## src/rtl/nic_regs_pkg.sv

```systemverilog
// Package: shared constants and types for the paged NIC register file.
// Assumes byte-wide host data and a 4-bit offset space.
package nic_regs_pkg;
    localparam int BYTE_W  = 8;
    localparam int OFF_W   = 4;
    localparam int IRQ_SRC = 7;

    typedef enum logic [1:0] {
        PG_0 = 2'd0,
        PG_1 = 2'd1,
        PG_2 = 2'd2,
        PG_3 = 2'd3
    } page_e;

    // Offsets that carry behaviour
    localparam logic [OFF_W-1:0] OFF_CMD     = 4'd0;
    localparam logic [OFF_W-1:0] OFF_RING_LO = 4'd1;
    localparam logic [OFF_W-1:0] OFF_RING_HI = 4'd2;
    localparam logic [OFF_W-1:0] OFF_BOUND   = 4'd3;
    localparam logic [OFF_W-1:0] OFF_TX_PAGE = 4'd4;
    localparam logic [OFF_W-1:0] OFF_TXLEN_L = 4'd5;
    localparam logic [OFF_W-1:0] OFF_TXLEN_H = 4'd6;
    localparam logic [OFF_W-1:0] OFF_STATUS  = 4'd7;
    localparam logic [OFF_W-1:0] OFF_DADDR_L = 4'd8;
    localparam logic [OFF_W-1:0] OFF_DADDR_H = 4'd9;
    localparam logic [OFF_W-1:0] OFF_DLEN_L  = 4'd10;
    localparam logic [OFF_W-1:0] OFF_DLEN_H  = 4'd11;
    localparam logic [OFF_W-1:0] OFF_RXCFG   = 4'd12;
    localparam logic [OFF_W-1:0] OFF_DCFG    = 4'd14;
    localparam logic [OFF_W-1:0] OFF_MASK    = 4'd15;
    localparam logic [OFF_W-1:0] OFF_STA     = 4'd1;
    localparam logic [OFF_W-1:0] OFF_CUR     = 4'd7;
    localparam logic [OFF_W-1:0] OFF_MC      = 4'd8;

    // Fixed read values
    localparam logic [BYTE_W-1:0] ID_BYTE_LO  = 8'h50;
    localparam logic [BYTE_W-1:0] ID_BYTE_HI  = 8'h43;
    localparam logic [BYTE_W-1:0] TX_OK_CODE  = 8'h01;
    localparam logic [BYTE_W-1:0] STATUS_INIT = 8'h80;

    // Command bit positions
    localparam int CMD_STOP = 0;
    localparam int CMD_TX   = 2;
    localparam int CMD_RRD  = 3;
    localparam int CMD_RWR  = 4;

    // Status bit positions
    localparam int ST_TX   = 1;
    localparam int ST_DMA  = 6;
    localparam int ST_RST  = 7;
endpackage

```

## src/rtl/nic_cmd_reg.sv

```systemverilog
// Command register with its write side effects: transmit kick with
// self-clearing bit, zero-length remote-DMA completion, release of the
// reset-complete flag. Assumes cmd_we is only high for offset 0.
module nic_cmd_reg
    import nic_regs_pkg::*;
(
    input  logic              clk,
    input  logic              rst_n,
    input  logic              cmd_we,
    input  logic [BYTE_W-1:0] wdata,
    input  logic              dma_len_zero,
    output logic [BYTE_W-1:0] cmd_q,
    output logic [BYTE_W-1:0] tsr_q,
    output logic              go_pulse,
    output logic              tx_set,
    output logic              dma_set
);
    logic [BYTE_W-1:0] tx_clr_mask;

    // Side-effect decode of a command write
    always_comb begin
        go_pulse    = cmd_we && !wdata[CMD_STOP];
        tx_set      = go_pulse && wdata[CMD_TX];
        dma_set     = go_pulse && (wdata[CMD_RRD] || wdata[CMD_RWR]) && dma_len_zero;
        tx_clr_mask = '1;
        tx_clr_mask[CMD_TX] = !tx_set;
    end

    // Stored command value and transmit status
    always_ff @(posedge clk) begin
        if (!rst_n) begin
            cmd_q <= '0;
            tsr_q <= '0;
        end else if (cmd_we) begin
            cmd_q <= wdata & tx_clr_mask;
            if (tx_set) begin
                tsr_q <= TX_OK_CODE;
            end
        end
    end

    AST_TX_SELF_CLEAR: assert property (@(posedge clk) disable iff (!rst_n)
        (cmd_we && !wdata[CMD_STOP] && wdata[CMD_TX]) |=> (!cmd_q[CMD_TX] && tsr_q == TX_OK_CODE));
    AST_CMD_STOPPED_LOAD: assert property (@(posedge clk) disable iff (!rst_n)
        (cmd_we && wdata[CMD_STOP]) |=> (cmd_q == $past(wdata)));
endmodule

```

## src/rtl/nic_isr_ctrl.sv

```systemverilog
// Interrupt status and level interrupt. Bits 0..6 are set by engine events
// or command side effects and cleared by host write-one; set wins over clear.
// Bit 7 is the reset-complete flag, released by a running command write.
module nic_isr_ctrl
    import nic_regs_pkg::*;
(
    input  logic               clk,
    input  logic               rst_n,
    input  logic               clr_we,
    input  logic [IRQ_SRC-1:0] clr_data,
    input  logic [IRQ_SRC-1:0] ev_set,
    input  logic [IRQ_SRC-1:0] int_set,
    input  logic               go_pulse,
    input  logic [IRQ_SRC-1:0] imr,
    output logic [BYTE_W-1:0]  isr_q,
    output logic               irq
);
    logic [IRQ_SRC-1:0] clr_mask;
    logic [IRQ_SRC-1:0] src_next;

    // Next value of the event-driven status bits
    always_comb begin
        clr_mask = clr_we ? clr_data : '0;
        src_next = (isr_q[IRQ_SRC-1:0] & ~clr_mask) | ev_set | int_set;
    end

    // Status register update
    always_ff @(posedge clk) begin
        if (!rst_n) begin
            isr_q <= STATUS_INIT;
        end else begin
            isr_q[IRQ_SRC-1:0] <= src_next;
            if (go_pulse) begin
                isr_q[ST_RST] <= 1'b0;
            end
        end
    end

    // Level interrupt from masked sources
    always_comb begin
        irq = |(isr_q[IRQ_SRC-1:0] & imr);
    end

    AST_EVENT_SETS: assert property (@(posedge clk) disable iff (!rst_n)
        (|ev_set) |=> ((isr_q[IRQ_SRC-1:0] & $past(ev_set)) == $past(ev_set)));
    AST_CLEAR_TAKES: assert property (@(posedge clk) disable iff (!rst_n)
        (clr_we && ev_set == '0 && int_set == '0) |=> ((isr_q[IRQ_SRC-1:0] & $past(clr_data)) == '0));
    AST_TOP_BIT_KEPT: assert property (@(posedge clk) disable iff (!rst_n)
        (clr_we && !go_pulse) |=> (isr_q[ST_RST] == $past(isr_q[ST_RST])));
    AST_GO_RELEASES: assert property (@(posedge clk) disable iff (!rst_n)
        go_pulse |=> !isr_q[ST_RST]);
    AST_DMA_ZERO: assert property (@(posedge clk) disable iff (!rst_n)
        int_set[ST_DMA] |=> isr_q[ST_DMA]);
    AST_TOP_NO_IRQ: assert property (@(posedge clk) disable iff (!rst_n)
        (isr_q[IRQ_SRC-1:0] == '0) |-> !irq);
endmodule

```

## src/rtl/nic_reg_bank.sv

```systemverilog
// Page-decoded writable registers: ring pointers, transmit and DMA fields,
// configuration bytes, mask, station address and multicast filter.
// Assumes we is high only for offsets 1..15 and page comes from the
// command value held before this write.
module nic_reg_bank
    import nic_regs_pkg::*;
#(
    parameter int STA_BYTES = 6,
    parameter int MC_BYTES  = 8
) (
    input  logic                       clk,
    input  logic                       rst_n,
    input  logic                       we,
    input  page_e                      page,
    input  logic [OFF_W-1:0]           off,
    input  logic [BYTE_W-1:0]          wdata,
    output logic [BYTE_W-1:0]          ring_start,
    output logic [BYTE_W-1:0]          ring_stop,
    output logic [BYTE_W-1:0]          ring_bound,
    output logic [BYTE_W-1:0]          ring_cur,
    output logic [BYTE_W-1:0]          tx_page,
    output logic [2*BYTE_W-1:0]        tx_len,
    output logic [2*BYTE_W-1:0]        dma_addr,
    output logic [2*BYTE_W-1:0]        dma_len,
    output logic [BYTE_W-1:0]          rx_cfg,
    output logic [BYTE_W-1:0]          data_cfg,
    output logic [IRQ_SRC-1:0]         imr,
    output logic                       status_clr_we,
    output logic [STA_BYTES*BYTE_W-1:0] station_addr,
    output logic [MC_BYTES*BYTE_W-1:0]  mcast_filter
);
    logic we0, we1;

    // Per-page write enables
    always_comb begin
        we0 = we && (page == PG_0);
        we1 = we && (page == PG_1);
        status_clr_we = we0 && (off == OFF_STATUS);
    end

    // Page-0 scalar registers and split 16-bit fields
    always_ff @(posedge clk) begin
        if (!rst_n) begin
            ring_start <= '0;
            ring_stop  <= '0;
            ring_bound <= '0;
            tx_page    <= '0;
            tx_len     <= '0;
            dma_addr   <= '0;
            dma_len    <= '0;
            rx_cfg     <= '0;
            data_cfg   <= '0;
            imr        <= '0;
        end else if (we0) begin
            case (off)
                OFF_RING_LO: ring_start <= wdata;
                OFF_RING_HI: ring_stop  <= wdata;
                OFF_BOUND:   ring_bound <= wdata;
                OFF_TX_PAGE: tx_page    <= wdata;
                OFF_TXLEN_L: tx_len[BYTE_W-1:0]          <= wdata;
                OFF_TXLEN_H: tx_len[2*BYTE_W-1:BYTE_W]   <= wdata;
                OFF_DADDR_L: dma_addr[BYTE_W-1:0]        <= wdata;
                OFF_DADDR_H: dma_addr[2*BYTE_W-1:BYTE_W] <= wdata;
                OFF_DLEN_L:  dma_len[BYTE_W-1:0]         <= wdata;
                OFF_DLEN_H:  dma_len[2*BYTE_W-1:BYTE_W]  <= wdata;
                OFF_RXCFG:   rx_cfg   <= wdata;
                OFF_DCFG:    data_cfg <= wdata;
                OFF_MASK:    imr      <= wdata[IRQ_SRC-1:0];
                default: ;
            endcase
        end
    end

    // Current page register on page 1
    always_ff @(posedge clk) begin
        if (!rst_n) begin
            ring_cur <= '0;
        end else if (we1 && off == OFF_CUR) begin
            ring_cur <= wdata;
        end
    end

    // Station address bytes, one register per offset
    for (genvar g = 0; g < STA_BYTES; g++) begin : g_sta
        localparam logic [OFF_W-1:0] MY_OFF = OFF_W'(int'(OFF_STA) + g);
        // Load this station byte
        always_ff @(posedge clk) begin
            if (!rst_n) begin
                station_addr[g*BYTE_W +: BYTE_W] <= '0;
            end else if (we1 && off == MY_OFF) begin
                station_addr[g*BYTE_W +: BYTE_W] <= wdata;
            end
        end
    end

    // Multicast filter bytes, one register per offset
    for (genvar g = 0; g < MC_BYTES; g++) begin : g_mc
        localparam logic [OFF_W-1:0] MY_OFF = OFF_W'(int'(OFF_MC) + g);
        // Load this filter byte
        always_ff @(posedge clk) begin
            if (!rst_n) begin
                mcast_filter[g*BYTE_W +: BYTE_W] <= '0;
            end else if (we1 && off == MY_OFF) begin
                mcast_filter[g*BYTE_W +: BYTE_W] <= wdata;
            end
        end
    end

    AST_HALF_KEEP_TX: assert property (@(posedge clk) disable iff (!rst_n)
        (we0 && off == OFF_TXLEN_L) |=> (tx_len[2*BYTE_W-1:BYTE_W] == $past(tx_len[2*BYTE_W-1:BYTE_W])));
    AST_HALF_KEEP_DMA: assert property (@(posedge clk) disable iff (!rst_n)
        (we0 && off == OFF_DLEN_H) |=> (dma_len[BYTE_W-1:0] == $past(dma_len[BYTE_W-1:0])));
    AST_PAGE3_INERT: assert property (@(posedge clk) disable iff (!rst_n)
        (we && page == PG_3) |=> (ring_start == $past(ring_start) && ring_stop == $past(ring_stop)
                                  && station_addr == $past(station_addr) && imr == $past(imr)));
endmodule

```

## src/rtl/nic_read_mux.sv

```systemverilog
// Host read path: selects the register seen at the current page/offset and
// registers it on a read strobe. Write-only and undefined places read zero.
module nic_read_mux
    import nic_regs_pkg::*;
#(
    parameter int STA_BYTES = 6,
    parameter int MC_BYTES  = 8
) (
    input  logic                        clk,
    input  logic                        rst_n,
    input  logic                        rd,
    input  page_e                       page,
    input  logic [OFF_W-1:0]            off,
    input  logic [BYTE_W-1:0]           cmd_q,
    input  logic [BYTE_W-1:0]           tsr_q,
    input  logic [BYTE_W-1:0]           isr_q,
    input  logic [BYTE_W-1:0]           ring_start,
    input  logic [BYTE_W-1:0]           ring_stop,
    input  logic [BYTE_W-1:0]           ring_bound,
    input  logic [BYTE_W-1:0]           ring_cur,
    input  logic [2*BYTE_W-1:0]         dma_addr,
    input  logic [STA_BYTES*BYTE_W-1:0] station_addr,
    input  logic [MC_BYTES*BYTE_W-1:0]  mcast_filter,
    output logic [BYTE_W-1:0]           rdata
);
    logic [BYTE_W-1:0] sel;
    int                sta_idx;
    int                mc_idx;

    // Combinational register select
    always_comb begin
        sta_idx = int'(off) - int'(OFF_STA);
        mc_idx  = int'(off) - int'(OFF_MC);
        sel     = '0;
        if (off == OFF_CMD) begin
            sel = cmd_q;
        end else begin
            case (page)
                PG_0: begin
                    case (off)
                        OFF_BOUND:   sel = ring_bound;
                        OFF_TX_PAGE: sel = tsr_q;
                        OFF_STATUS:  sel = isr_q;
                        OFF_DADDR_L: sel = dma_addr[BYTE_W-1:0];
                        OFF_DADDR_H: sel = dma_addr[2*BYTE_W-1:BYTE_W];
                        OFF_DLEN_L:  sel = ID_BYTE_LO;
                        OFF_DLEN_H:  sel = ID_BYTE_HI;
                        default:     sel = '0;
                    endcase
                end
                PG_1: begin
                    if (off == OFF_CUR) begin
                        sel = ring_cur;
                    end else if (sta_idx >= 0 && sta_idx < STA_BYTES) begin
                        sel = station_addr[sta_idx*BYTE_W +: BYTE_W];
                    end else if (mc_idx >= 0 && mc_idx < MC_BYTES) begin
                        sel = mcast_filter[mc_idx*BYTE_W +: BYTE_W];
                    end
                end
                PG_2: begin
                    if (off == OFF_RING_LO) begin
                        sel = ring_start;
                    end else if (off == OFF_RING_HI) begin
                        sel = ring_stop;
                    end
                end
                default: sel = '0;
            endcase
        end
    end

    // Capture read data on the strobe
    always_ff @(posedge clk) begin
        if (!rst_n) begin
            rdata <= '0;
        end else if (rd) begin
            rdata <= sel;
        end
    end

    AST_ID_LOW: assert property (@(posedge clk) disable iff (!rst_n)
        (rd && page == PG_0 && off == OFF_DLEN_L) |=> (rdata == ID_BYTE_LO));
    AST_RDATA_HOLD: assert property (@(posedge clk) disable iff (!rst_n)
        !rd |=> $stable(rdata));
    AST_PAGE3_ZERO: assert property (@(posedge clk) disable iff (!rst_n)
        (rd && page == PG_3 && off != OFF_CMD) |=> (rdata == '0));
endmodule

```

## src/rtl/nic_page_regs.sv

```systemverilog
// Top: paged host register file of a simple Ethernet controller. Offset 0
// is the command register; its bits [7:6] pick the page for offsets 1..15.
// Assumes one host access per cycle; engine events arrive as pulses.
module nic_page_regs
    import nic_regs_pkg::*;
#(
    parameter int STA_BYTES = 6,
    parameter int MC_BYTES  = 8
) (
    input  logic                        clk,
    input  logic                        rst_n,
    input  logic                        host_wr,
    input  logic                        host_rd,
    input  logic [OFF_W-1:0]            host_addr,
    input  logic [BYTE_W-1:0]           host_wdata,
    output logic [BYTE_W-1:0]           host_rdata,
    input  logic [IRQ_SRC-1:0]          ev_set,
    output logic                        irq,
    output logic [BYTE_W-1:0]           cmd_value,
    output logic [BYTE_W-1:0]           ring_start,
    output logic [BYTE_W-1:0]           ring_stop,
    output logic [BYTE_W-1:0]           ring_bound,
    output logic [BYTE_W-1:0]           ring_cur,
    output logic [BYTE_W-1:0]           tx_page,
    output logic [2*BYTE_W-1:0]         tx_len,
    output logic [2*BYTE_W-1:0]         dma_addr,
    output logic [2*BYTE_W-1:0]         dma_len,
    output logic [BYTE_W-1:0]           rx_cfg,
    output logic [BYTE_W-1:0]           data_cfg,
    output logic [STA_BYTES*BYTE_W-1:0] station_addr,
    output logic [MC_BYTES*BYTE_W-1:0]  mcast_filter
);
    logic [BYTE_W-1:0]  cmd_q, tsr_q, isr_q;
    logic               cmd_we, reg_we, go_pulse, tx_set, dma_set, status_clr_we;
    logic [IRQ_SRC-1:0] imr, int_set;
    page_e              page;

    // Offset split between command and paged registers
    always_comb begin
        cmd_we  = host_wr && (host_addr == OFF_CMD);
        reg_we  = host_wr && (host_addr != OFF_CMD);
        page    = page_e'(cmd_q[BYTE_W-1:BYTE_W-2]);
        int_set = '0;
        int_set[ST_TX]  = tx_set;
        int_set[ST_DMA] = dma_set;
        cmd_value = cmd_q;
    end

    nic_cmd_reg cmd_i (
        .clk(clk), .rst_n(rst_n), .cmd_we(cmd_we), .wdata(host_wdata),
        .dma_len_zero(dma_len == '0), .cmd_q(cmd_q), .tsr_q(tsr_q),
        .go_pulse(go_pulse), .tx_set(tx_set), .dma_set(dma_set)
    );

    nic_isr_ctrl isr_i (
        .clk(clk), .rst_n(rst_n), .clr_we(status_clr_we),
        .clr_data(host_wdata[IRQ_SRC-1:0]), .ev_set(ev_set), .int_set(int_set),
        .go_pulse(go_pulse), .imr(imr), .isr_q(isr_q), .irq(irq)
    );

    nic_reg_bank #(.STA_BYTES(STA_BYTES), .MC_BYTES(MC_BYTES)) bank_i (
        .clk(clk), .rst_n(rst_n), .we(reg_we), .page(page), .off(host_addr),
        .wdata(host_wdata), .ring_start(ring_start), .ring_stop(ring_stop),
        .ring_bound(ring_bound), .ring_cur(ring_cur), .tx_page(tx_page),
        .tx_len(tx_len), .dma_addr(dma_addr), .dma_len(dma_len),
        .rx_cfg(rx_cfg), .data_cfg(data_cfg), .imr(imr),
        .status_clr_we(status_clr_we), .station_addr(station_addr),
        .mcast_filter(mcast_filter)
    );

    nic_read_mux #(.STA_BYTES(STA_BYTES), .MC_BYTES(MC_BYTES)) rmux_i (
        .clk(clk), .rst_n(rst_n), .rd(host_rd), .page(page), .off(host_addr),
        .cmd_q(cmd_q), .tsr_q(tsr_q), .isr_q(isr_q), .ring_start(ring_start),
        .ring_stop(ring_stop), .ring_bound(ring_bound), .ring_cur(ring_cur),
        .dma_addr(dma_addr), .station_addr(station_addr),
        .mcast_filter(mcast_filter), .rdata(host_rdata)
    );

    AST_ZERO_LEN_DONE: assert property (@(posedge clk) disable iff (!rst_n)
        (cmd_we && !host_wdata[CMD_STOP] && (host_wdata[CMD_RRD] || host_wdata[CMD_RWR])
         && dma_len == '0) |=> isr_q[ST_DMA]);
    AST_TX_STATUS: assert property (@(posedge clk) disable iff (!rst_n)
        (cmd_we && !host_wdata[CMD_STOP] && host_wdata[CMD_TX]) |=> isr_q[ST_TX]);
endmodule

```

## config.mk

```make
export PLATFORM = sky130hd
export DESIGN_NAME = nic_page_regs
export DESIGN_NICKNAME = d
export VERILOG_FILES = /design/src/rtl/nic_regs_pkg.sv /design/src/rtl/nic_cmd_reg.sv /design/src/rtl/nic_isr_ctrl.sv /design/src/rtl/nic_reg_bank.sv /design/src/rtl/nic_read_mux.sv /design/src/rtl/nic_page_regs.sv
export SDC_FILE = /design/constraint.sdc
export NUM_CORES = 1
export LEC_CHECK = 0
export ABC_AREA = 1
export BUFFER_PORTS_ARGS = -buffer_cell sky130_fd_sc_hd__buf_2
export CELL_PAD_IN_SITES_DETAIL_PLACEMENT = 0
export CELL_PAD_IN_SITES_GLOBAL_PLACEMENT = 2
export CORE_MARGIN = 2
export CORE_UTILIZATION = 26
export DETAILED_ROUTE_END_ITERATION = 7
export PLACE_DENSITY_LB_ADDON = 0.15
export SETUP_SLACK_MARGIN = 0.4
export SYNTH_ARGS = -nofsm -noshare
export SYNTH_HDL_FRONTEND = slang
export SYNTH_HIERARCHICAL = 1
export SYNTH_SLANG_ARGS = --single-unit
```

## constraint.sdc

```tcl
create_clock -name clk -period 2 [get_ports clk]
set_clock_uncertainty 0.15 [all_clocks]
set_input_delay 0.2 -clock clk [delete_from_list [all_inputs] [get_ports clk]]
set_output_delay 0.2 -clock clk [all_outputs]
set_load 0.005 [all_outputs]
```

==> results summary <==
The worst register-to-register path has a depth of 10. No sink is reached through more buffers than the 3 on the longest clock path. The overflow left after global routing came out at 0. 256 I/O pins were placed. The count of mapped cells out of synthesis is 2,019. The final-layout worst hold slack is 0.119 ns. The minimum clock period is 1.74 ns. The HPWL after detailed placement is 39,400 um. The synthesized design contains 0 enable-type register cells. The basic-gate share of the synthesized area counting and, or, nand and nor cells came out at 0.479. The global-route usage over all layers came out at 0.224. The count of fill cells added during filler insertion came out at 5,110.

The fraction of final layout cells sized beyond drive strength 1 is 0.278. For this run, asynchronously set or reset flops after synthesis account for 0. The footprint of the multi-input gates is 7070 sq um. The number of hold-slack violations in the final timing report is 0.

The cell sitting at the root of the clock tree is a clkbuf_16. The critical setup path kind is flop to primary output. Dividing the detail-routed wire length by the instance count gives 19.6 um.

The share of synthesized cell area in full adder, half adder and majority cells is 0.00505. The warning count from the yosys run came out at 6. The most common library cell in the layout ignoring fill and taps is nor2_1. The slowest stage of the critical path belongs to the cell dfxtp_4. For this configuration, the core starts out at a cell density of 0.265.

TritonCTS built the clock tree. The via count of the first global-routing pass came out at 12,900. The primary flip-flop cell chosen by synthesis mapping is dfxtp_1. The worst hold path belongs to the class input pin to flop. The initial antenna violation count came out at 2. The sequential area share after synthesis is 0.401. The maximum single-stage delay on the critical path came out at 0.36 ns. In this run the standard cell core region covers 46,800 sq um. The die is 222 um tall. Traced cell by cell, the critical path runs through nand2_2 > nand2_1 > nor2_1 > nand2_1 > buf_2. The final RePlAce weighted congestion came out at 0.837. Based on the critical path, the design can be clocked at up to 576 MHz.

The synthesis-to-finish area growth is 43.0%. Setup slack on the worst reg-to-reg path comes out at 0.42 ns. The most numerous cell type found on the critical path is nand2_1.

From left edge to right edge, the die measures 222 um. The clock transition at the registers of the reported paths came out at 0.06 ns. The proportion of synthesized area in mux cells is 0. The xor/xnor share of the synthesized area came out at 0.

The worst hold path begins at host_wr. The highest ir drop seen on vdd is 0.000559 V. Yosys mapped the design onto 29 distinct sky130hd cell types. The arrival time of the worst setup path came out at 1.39 ns. The first global-routing pass estimated 84,500 um of wire. The post-detailed-route count of antenna-violating nets is 0. The number of buffers added on ports is 255.

Entering global routing, the biggest net connects 81 pins. The area of the die is 49,400 sq um. The pre-antenna-repair detailed-routing pass consisted of 4 iterations. The number of pins with negative max-slew slack in the final report is 0. The endpoint identified for the worst register-to-register timing path is bank_i/tx_len[9]. Setup repair after global routing could not meet its margin everywhere. The worst hold path passes through 6 cells. The area of the mapped netlist is 12,400 sq um. After synthesis, the largest family of logic cells by area is simple AND/OR/NAND/NOR gates. The type of element launching the critical path is a flop. Averaged over all synthesized cells, the footprint is 6.13 sq um. The path with the worst hold slack has its endpoint at cmd_i/cmd_q[7]. The post-route setup TNS is 0 ns.

The final instance area is 17,700 sq um. CTS built an H-tree with a depth of 1. The clock latency on the worst-skew pair came out at 0.59 ns. The number of vias after detailed routing is 13,900. The sequential cell area is 5060 sq um. Along the worst path, the maximum fanout reaches 3. The count of maximum capacitance violations came out at 0. The run finished with clean final reports. The number of buffers inserted during clock tree synthesis came out at 31.

The DRC violation total after the first TritonRoute iteration is 846. The via density per instance came out at 4.66. The tree built by TritonCTS fans out to 248 sinks. The number of nets in the final layout came out at 2,389. The endpoint type of the worst setup path is a primary output. The total placed instance area is 15,000 sq um.

Among cell families on the critical path, the largest total delay comes from flip-flops. The total power divided by cell area came out at 682 nW/um^2. The post-route total power is 12.1 mW.

The final wirelength is 58,700 um. The number of buffer and inverter instances along the worst setup path came out at 1. Dividing the final minimum period by the clock period gives 0.869. The worst register-to-register path begins at cmd_i/cmd_q[7]. The register bit total from synthesis came out at 248. The cell leakage power came out at 8.25 nW.

The required arrival time at the worst endpoint came out at 1.65 ns. The final count of negative-setup-slack endpoints is 0. The number of cell rows came out at 79.

The number of remaining DRC errors came out at 0. The fraction of the mapped netlist area in compound gates is 0.0301. The library cells used most frequently in the layout, excluding fill and tap cells, are nor2_1, nand2_1, nand3_1, buf_2, dfxtp_1.
[state kept, by name, indices dropped and copies added, names as in the netlist, 16 cells and up]
| register | flops |
|---|---|
| bank_i/dma_addr | 16 |
| bank_i/mcast_filter | 64 |
| bank_i/dma_len | 16 |
| bank_i/station_addr | 48 |
| bank_i/tx_len | 16 |
[report_power, final]
group | switching, mW | internal, mW | total [mW] | leakage [nW]
combinational | 1.03 | 0.575 | 1.60 | 5.74
sequential | 0.0666 | 5.00 | 5.07 | 2.04
clock | 2.29 | 3.12 | 5.41 | 0.477
[how the worst max path moves through the flow]
| stage | start | to | cells after the start |
|---|---|---|---|
| 6_report | isr_i/isr_q[6] | irq | 5 |
| 3_3_place_gp | host_addr[0] | rmux_i/rdata[4] | 13 |
| 4_1_cts | isr_i/isr_q[5] | irq | 5 |
| 2_1_floorplan | host_addr[1] | rmux_i/rdata[0] | 15 |
| 3_5_place_dp | host_addr[0] | rmux_i/rdata[4] | 13 |
| 5_1_grt | isr_i/isr_q[6] | irq | 5 |
[per-layer routing]
metal | track usage | wire length, um | part of all wire | vias to the layer above
li1 | - | - | - | 7007
met1 | 0.307 | 27200 | 0.46 | 6536
met2 | 0.367 | 27300 | 0.46 | 339
met3 | 0.0329 | 3020 | 0.052 | 65
met4 | 0.0582 | 1220 | 0.021 | 2
met5 | 0 | 13 | 0.00022 | -
[worst register-to-register path, delay by kind of cell (launching register included)]
family                 cells  cell delay [ns]
and+or+nand+nor            5             0.36
buffers and inverters      5             0.64
DFF                        1             0.33
[timing repair]
action	CTS	global route
buffers inserted	4	11
cloned	3	17
hold endpoints to repair	55	0
gates resized for setup	34	227
pin swaps	1	40
hold buffers	23	0
endpoints found under the setup margin	233	233
[synth_stat cells, types with 3 or more instances]
library cell / count / area, sq um
nand3_1: 325 / 1630
nand2_2: 7 / 43.8
buf_4: 10 / 75.1
buf_1: 30 / 113
ha_1: 5 / 62.6
nor2_1: 550 / 2060
buf_2: 53 / 265
dfxtp_1: 248 / 4960
nand2_1: 542 / 2030
o21ai_0: 16 / 80.1
a21oi_1: 51 / 255
or2_2: 3 / 18.8
a21oi_2: 3 / 26.3
nand4_1: 8 / 50.1
clkbuf_1: 23 / 86.3
inv_2: 13 / 48.8
inv_1: 112 / 420
nor2_2: 6 / 37.5
[cell families after synthesis]
kind of cell / Yosys count
flip-flops: 248
AND/OR/NAND/NOR: 1447
buffers and inverters: 245
other: 2
AO/OA/AOI/OAI: 72
adder cells (fa/ha/maj): 5
[through the flow]
step	setup slack, ns	utilization	std cells
finish	0.263	0.379	2991
global route	0.187	0.379	2991
CTS	0.195	0.352	2962
detailed placement	-0.323	0.322	2877
global placement	-0.296	0.322	2877
floorplan	0.193	-	2029
[cell type report]
type | count | share of cell area
diodes | 1 | 0.000141
clock buffers | 47 | 0.0517
clock inverters | 8 | 0.00261
inverters | 127 | 0.0285
multi-input cells | 1536 | 0.399
flip-flops and latches | 248 | 0.286
well taps | 607 | 0.0429
repair buffers | 417 | 0.189
No activity file was read; power rests on OpenSTA's default activity.
